===== src/rtl/txtvid_pkg.sv =====
package txtvid_pkg;
    localparam int GLYPH_W  = 8;   // dots per cell row
    localparam int CW_BITS  = 3;   // log2 of cell width
    localparam int ROW_W    = 3;   // glyph line index width
    localparam int CODE_W   = 8;
    localparam int ATTR_W   = 8;
    localparam int GADDR_W  = 1 + CODE_W + ROW_W;

    // attribute field positions (decoded by the colour path)
    localparam int ATTR_BANK  = 7;
    localparam int ATTR_FG_LO = 4;
    localparam int ATTR_BG_LO = 0;

    typedef logic [2:0] rgb3_t;    // {green, red, blue}

    typedef struct packed {
        logic [GLYPH_W-1:0] dots;
        rgb3_t              fg;
        rgb3_t              bg;
    } shift_state_t;
endpackage


===== src/rtl/txtvid_timing.sv =====
module txtvid_timing
    import txtvid_pkg::*;
#(
    parameter int COLS         = 40,
    parameter int ROWS         = 25,
    parameter int H_TOTAL      = 568,
    parameter int H_SYNC_START = 400,
    parameter int H_SYNC_LEN   = 40,
    parameter int V_TOTAL      = 312,
    parameter int V_SYNC_START = 240,
    parameter int V_SYNC_LEN   = 3,
    localparam int AW = $clog2(COLS*ROWS)
) (
    input  logic             clk,
    input  logic             rst,
    output logic [AW-1:0]    cell_addr,
    output logic [ROW_W-1:0] glyph_row,
    output logic             fetch,
    output logic             blank_o,
    output logic             hsync_n_o,
    output logic             vsync_n_o
);
    localparam int HW       = $clog2(H_TOTAL);
    localparam int VW       = $clog2(V_TOTAL);
    localparam int H_ACTIVE = COLS << CW_BITS;
    localparam int V_ACTIVE = ROWS << CW_BITS;

    localparam logic [HW-1:0]    H_LAST  = HW'(H_TOTAL - 1);
    localparam logic [HW-1:0]    H_ACT   = HW'(H_ACTIVE);
    localparam logic [HW-1:0]    H_SS    = HW'(H_SYNC_START);
    localparam logic [HW-1:0]    H_SE    = HW'(H_SYNC_START + H_SYNC_LEN);
    localparam logic [VW-1:0]    V_LAST  = VW'(V_TOTAL - 1);
    localparam logic [VW-1:0]    V_ACT   = VW'(V_ACTIVE);
    localparam logic [VW-1:0]    V_SS    = VW'(V_SYNC_START);
    localparam logic [VW-1:0]    V_SE    = VW'(V_SYNC_START + V_SYNC_LEN);
    localparam logic [AW-1:0]    COLS_C  = AW'(COLS);
    localparam logic [ROW_W-1:0] ROW_END = '1;

    typedef struct packed {
        logic [HW-1:0]    h;
        logic [VW-1:0]    v;
        logic [ROW_W-1:0] row;
        logic [AW-1:0]    base;
        logic             blank;
        logic             hs_n;
        logic             vs_n;
    } tstate_t;

    tstate_t st_d, st_q;
    logic    visible;
    logic    line_end;
    logic    frame_end;

    always_comb begin
        visible   = (st_q.h < H_ACT) && (st_q.v < V_ACT);
        line_end  = (st_q.h == H_LAST);
        frame_end = line_end && (st_q.v == V_LAST);

        st_d       = st_q;
        st_d.h     = line_end ? '0 : st_q.h + 1'b1;
        if (line_end) begin
            if (frame_end) begin
                st_d.v    = '0;
                st_d.row  = '0;
                st_d.base = '0;
            end else begin
                st_d.v   = st_q.v + 1'b1;
                st_d.row = st_q.row + 1'b1;
                if (st_q.row == ROW_END) begin
                    st_d.base = st_q.base + COLS_C;
                end
            end
        end
        // delayed by one clock to line up with the dot shifter
        st_d.blank = !visible;
        st_d.hs_n  = !((st_q.h >= H_SS) && (st_q.h < H_SE));
        st_d.vs_n  = !((st_q.v >= V_SS) && (st_q.v < V_SE));
    end

    always_ff @(posedge clk) begin
        if (rst) begin
            st_q       <= '0;
            st_q.blank <= 1'b1;
            st_q.hs_n  <= 1'b1;
            st_q.vs_n  <= 1'b1;
        end else begin
            st_q <= st_d;
        end
    end

    assign cell_addr = st_q.base + AW'(st_q.h >> CW_BITS);
    assign glyph_row = st_q.row;
    assign fetch     = visible && (st_q.h[CW_BITS-1:0] == '0);
    assign blank_o   = st_q.blank;
    assign hsync_n_o = st_q.hs_n;
    assign vsync_n_o = st_q.vs_n;
endmodule


===== src/rtl/txtvid_shifter.sv =====
module txtvid_shifter
    import txtvid_pkg::*;
(
    input  logic               clk,
    input  logic               rst,
    input  logic               load_n,
    input  logic [GLYPH_W-1:0] dots_in,
    input  rgb3_t              fg_in,
    input  rgb3_t              bg_in,
    output logic               dot,
    output rgb3_t              fg,
    output rgb3_t              bg
);
    shift_state_t sh_d, sh_q;

    always_comb begin
        sh_d = sh_q;
        if (!load_n) begin
            sh_d.dots = dots_in;
            sh_d.fg   = fg_in;
            sh_d.bg   = bg_in;
        end else begin
            sh_d.dots = {sh_q.dots[GLYPH_W-2:0], 1'b0};
        end
    end

    always_ff @(posedge clk) begin
        if (rst) sh_q <= '0;
        else     sh_q <= sh_d;
    end

    assign dot = sh_q.dots[GLYPH_W-1];
    assign fg  = sh_q.fg;
    assign bg  = sh_q.bg;
endmodule


===== src/rtl/txtvid_colour.sv =====
module txtvid_colour
    import txtvid_pkg::*;
(
    input  logic  dot,
    input  rgb3_t fg,
    input  rgb3_t bg,
    input  logic  blank,
    output logic  red,
    output logic  green,
    output logic  blue
);
    rgb3_t sel;

    always_comb begin
        if (blank)    sel = '0;
        else if (dot) sel = fg;
        else          sel = bg;
        green = sel[2];
        red   = sel[1];
        blue  = sel[0];
    end
endmodule


===== src/rtl/txtvid_gen.sv =====
module txtvid_gen
    import txtvid_pkg::*;
#(
    parameter int COLS         = 40,
    parameter int ROWS         = 25,
    parameter int H_TOTAL      = 568,
    parameter int H_SYNC_START = 400,
    parameter int H_SYNC_LEN   = 40,
    parameter int V_TOTAL      = 312,
    parameter int V_SYNC_START = 240,
    parameter int V_SYNC_LEN   = 3,
    localparam int AW = $clog2(COLS*ROWS)
) (
    input  logic               clk,
    input  logic               rst,
    output logic [AW-1:0]      vram_addr,
    input  logic [CODE_W-1:0]  code_in,
    input  logic [ATTR_W-1:0]  attr_in,
    output logic [GADDR_W-1:0] glyph_addr,
    input  logic [GLYPH_W-1:0] glyph_in,
    output logic               red,
    output logic               green,
    output logic               blue,
    output logic               hsync_n,
    output logic               vsync_n,
    output logic               blank
);
    logic [ROW_W-1:0] row;
    logic             fetch;
    logic             dot;
    rgb3_t            fg, bg;
    logic             unused_attr_bit;

    assign unused_attr_bit = attr_in[3];

    txtvid_timing #(
        .COLS(COLS), .ROWS(ROWS),
        .H_TOTAL(H_TOTAL), .H_SYNC_START(H_SYNC_START), .H_SYNC_LEN(H_SYNC_LEN),
        .V_TOTAL(V_TOTAL), .V_SYNC_START(V_SYNC_START), .V_SYNC_LEN(V_SYNC_LEN)
    ) u_timing (
        .clk       (clk),
        .rst       (rst),
        .cell_addr (vram_addr),
        .glyph_row (row),
        .fetch     (fetch),
        .blank_o   (blank),
        .hsync_n_o (hsync_n),
        .vsync_n_o (vsync_n)
    );

    assign glyph_addr = {attr_in[ATTR_BANK], code_in, row};

    txtvid_shifter u_shift (
        .clk     (clk),
        .rst     (rst),
        .load_n  (!fetch),
        .dots_in (glyph_in),
        .fg_in   (attr_in[ATTR_FG_LO +: 3]),
        .bg_in   (attr_in[ATTR_BG_LO +: 3]),
        .dot     (dot),
        .fg      (fg),
        .bg      (bg)
    );

    txtvid_colour u_colour (
        .dot   (dot),
        .fg    (fg),
        .bg    (bg),
        .blank (blank),
        .red   (red),
        .green (green),
        .blue  (blue)
    );
endmodule


===== config.mk =====
export PLATFORM = sky130hd
export DESIGN_NAME = txtvid_gen
export DESIGN_NICKNAME = d
export VERILOG_FILES = /design/src/rtl/txtvid_pkg.sv /design/src/rtl/txtvid_timing.sv /design/src/rtl/txtvid_shifter.sv /design/src/rtl/txtvid_colour.sv /design/src/rtl/txtvid_gen.sv
export SDC_FILE = /design/constraint.sdc
export NUM_CORES = 1
export LEC_CHECK = 0
export ABC_AREA = 1
export BUFFER_PORTS_ARGS = -buffer_cell sky130_fd_sc_hd__buf_4
export CAP_MARGIN = 0
export CORE_MARGIN = 2
export CORE_UTILIZATION = 50
export CTS_CLUSTER_SIZE = 12
export DETAILED_ROUTE_END_ITERATION = 8
export GPL_TIMING_DRIVEN = 0
export HOLD_SLACK_MARGIN = 0.02
export MAX_ROUTING_LAYER = met4
export PLACE_DENSITY_LB_ADDON = 0.05
export SLEW_MARGIN = 0
export SYNTH_ARGS = -nofsm -noshare
export SYNTH_HDL_FRONTEND = slang
export SYNTH_SLANG_ARGS = --single-unit

===== constraint.sdc =====
create_clock -name clk -period 1.81 [get_ports clk]
set_input_delay 0.181 -clock clk [delete_from_list [all_inputs] [get_ports clk]]
set_output_delay 0.181 -clock clk [all_outputs]
set_load 0.05 [all_outputs]

==> flow_metrics.env <==
export IMPL_drive_gt1_share_pct=27.91
export IMPL_post_route_min_period_ns=1.849
export IMPL_synthToLayoutAreaGrowth_pct=27.45
export IMPL_worst_endpoint_required_ns=1.63
export IMPL_drv_cap=0
export IMPL_clockBufferDepth=2
export IMPL_initial_core_util_pct=52.25
export IMPL_peakVddDrop_mv=0.6092
export IMPL_syn_area_per_cell_um2=6.842
export IMPL_grt_overflow=0
export IMPL_antenna_found_initial=0
export IMPL_drv_slew=0
export IMPL_syn_nets=433
export IMPL_core_um2=5172
export IMPL_vias=2524
export IMPL_die_y_um=77.52
export IMPL_via_per_inst=4.808
export IMPL_synth_cell_types=33
export IMPL_slew_headroom_pct=60.78
export IMPL_synth_top_area_share_pct=34.07
export IMPL_routed_wirelength_mm=5.862
export IMPL_drc=0
export IMPL_r2r_end="u_timing.st_q[24]$_SDFFE_PP0P_"
export IMPL_dp_hpwl_mm=4.211
export IMPL_finalInstanceArea_um2=3445
export IMPL_htree_levels=2
export IMPL_power_density_nw_per_um2=627.2
export IMPL_holdWs_ns=0.09879
export IMPL_hold_violations=0
export IMPL_max_freq_ghz=0.5409
export IMPL_rsz0062_at_grt="yes"
export IMPL_mostFrequentLayoutCell="nand2_1"
export IMPL_synth_area_leaders="dfxtp_1 34%, nand2_1 12%, nor2_1 9.0%"
export IMPL_grt_util_all_layers_pct=20.71
export IMPL_power_leakage_uw=0.001658
export IMPL_layout_common_cells="82 x nand2_1, 65 x nor2_1, 62 x buf_4"
export IMPL_cp_end_kind="output pin"
export IMPL_die_x_um=77.52
export IMPL_reg2reg_depth=6
export IMPL_yosysTopAreaCell="dfxtp_1"
export IMPL_tritoncts="yes"
export IMPL_ys_seq_area_share_pct=34.07
export IMPL_clock_sinks=46
export IMPL_clk_latency_ns=0.30
export IMPL_pin_count=54
export IMPL_drtIter0Drc=111
export IMPL_rows=26
export IMPL_netlist_area_um2=2703
export IMPL_r2r_slack_ns=0.20
export IMPL_skew_ns=0.005472
export IMPL_hold_end="u_shift.sh_q[12]$_SDFF_PP0_"
export IMPL_fin_ws_ns=-0.03882
export IMPL_power_total_uw=2160
export IMPL_grt_start_max_net_pins=15
export IMPL_wl_per_cell_um=11.17
export IMPL_cts_inserted_buffers=5
export IMPL_final_util_pct=66.59
export IMPL_setup_violations=2
export IMPL_min_path_cells=3
export IMPL_violations="setup timing"
export IMPL_gp_congestion=0.8589
export IMPL_portBuffers=43
export IMPL_first_pass_iters=4
export IMPL_crit_fanout=4
export IMPL_diodes=0
export IMPL_grt_pass1_wl_mm=9.963
export IMPL_regToRegStartpoint="u_timing.st_q[25]$_SDFF_PP0_"
export IMPL_worstHoldPathType="input port to flip-flop"
export IMPL_ant_nets=0
export IMPL_worstHoldStart="glyph_in[6]"
export IMPL_nFillCells=474
export IMPL_nets=492
export IMPL_finalCritPeriodShare_pct=102.1
export IMPL_status="finished, violations left"
export IMPL_yosysWarnings=0
export IMPL_cp_start_kind="flip-flop"
export IMPL_grt_pass1_vias=2271
export IMPL_ys_seq_elements=46
export IMPL_synthCells=395
export IMPL_crit_type="flip-flop to output pin"
export IMPL_clk_pin_slew_ns=0.09
export IMPL_worst_slew_pin_slew_ns=0.5883
export IMPL_dieArea_um2=6009
export IMPL_placed_cell_area_um2=3141
export IMPL_arrival_ns=1.67
export IMPL_cts_root_buffer="clkbuf_8"
flip-flops by register name (all words and copies together), names as in the netlist:
signal              flops
u_shift.bg              3
u_shift.dot             1
u_shift.fg              3
u_shift.sh_q            7
u_timing.blank_o        1
u_timing.glyph_row      3
u_timing.hsync_n_o      1
u_timing.st_q          26
u_timing.vsync_n_o      1
logic make-up (layout without fill, tap and decap cells):
family | after synthesis | after routing | synth area share (%)
buf+inv | 81 | 141 | 13.43
simple gates | 210 | 210 | 35.93
flops | 46 | 46 | 34.07
xor+xnor | 12 | 12 | 3.889
compound gates | 33 | 33 | 6.991
fa+ha+maj | 12 | 12 | 5.555
other cells | 1 | 1 | 0.1388
how the worst max path moves through the flow:
stage	slack, ns	depth (start not counted)	end	startpoint
2_1_floorplan	-0.13	4	vram_addr[6]	u_timing.st_q[8]$_SDFFE_PP0P_
3_3_place_gp	0.02	7	vram_addr[8]	u_timing.st_q[34]$_SDFF_PP0_
3_5_place_dp	-0.02	7	vram_addr[8]	u_timing.st_q[34]$_SDFF_PP0_
4_1_cts	-0.06	6	vram_addr[8]	u_timing.st_q[8]$_SDFFE_PP0P_
5_1_grt	-0.09	7	vram_addr[6]	u_timing.st_q[7]$_SDFFE_PP0P_
6_report	-0.04	6	vram_addr[8]	u_timing.st_q[8]$_SDFFE_PP0P_
critical path, stage by stage, from the launching register on:
cell	delay [ns]
dfxtp_4	0.36
ha_4	0.26
a21o_1	0.18
a22oi_2	0.14
nand2_1	0.10
xor2_2	0.15
buf_6	0.17
through the flow:
| step | setup WS (ns) | cells | TNS [ns] |
|---|---|---|---|
| after floorplan | -0.1336 | 395 | -0.4132 |
| after global placement | 0.01715 | 508 | 0 |
| after detailed placement | -0.02063 | 508 | -0.02063 |
| after CTS | -0.05670 | 521 | -0.06961 |
| after global routing | -0.09380 | 525 | -0.2446 |
| final | -0.03882 | 525 | -0.06551 |
synth_stat cells:
library cell,number
o211ai_1,1
buf_6,1
a22oi_1,1
conb_1,1
nor2_8,1
nor2_4,2
nor2_1,65
nand2_4,2
nor2_2,6
buf_2,2
inv_2,4
o21ai_0,9
inv_1,55
a211oi_1,4
ha_1,12
buf_4,13
nand2_2,6
o2111ai_1,1
dfxtp_1,46
xor2_1,11
o21ai_1,2
xnor2_1,1
nor3_1,5
nor3_4,1
nand3_1,23
a21oi_1,13
a21o_1,2
nand2_1,86
nand3_4,2
nor3_2,1
nand4_1,8
clkbuf_1,6
nor4_1,2
report_power, final:
part / total (µW) / switching, µW / internal (µW) / leakage, µW
clock: 765 / 352 / 412 / 0.0000514
sequential: 1070 / 22.0 / 1050 / 0.000381
combinational: 327 / 203 / 124 / 0.00122
final cells by class:
cell class	instances	area [µm²]	area share, %
clock buffers	6	72.57	2.107
clock inverters	2	37.54	1.090
repair buffers	53	412.9	11.99
flip-flops and latches	46	947.2	27.50
well taps	70	87.58	2.543
inverters	59	221.5	6.429
plain buffers	21	137.6	3.996
multi-input cells	268	1528	44.35
layer usage:
metal	track usage, %	routed length [µm]
met1	26.81	2835
met2	33.91	2740
met3	3.488	223
met4	5.000	62
met5	-	0
timing repair:
action                                  CTS  global route
setup buffers                             6             4
endpoints found under the setup margin    4             4
gates resized for setup                  24            10
pin swaps                                10             6
hold buffers                              0             0
Note: power is estimated with default switching activity, not from simulation.
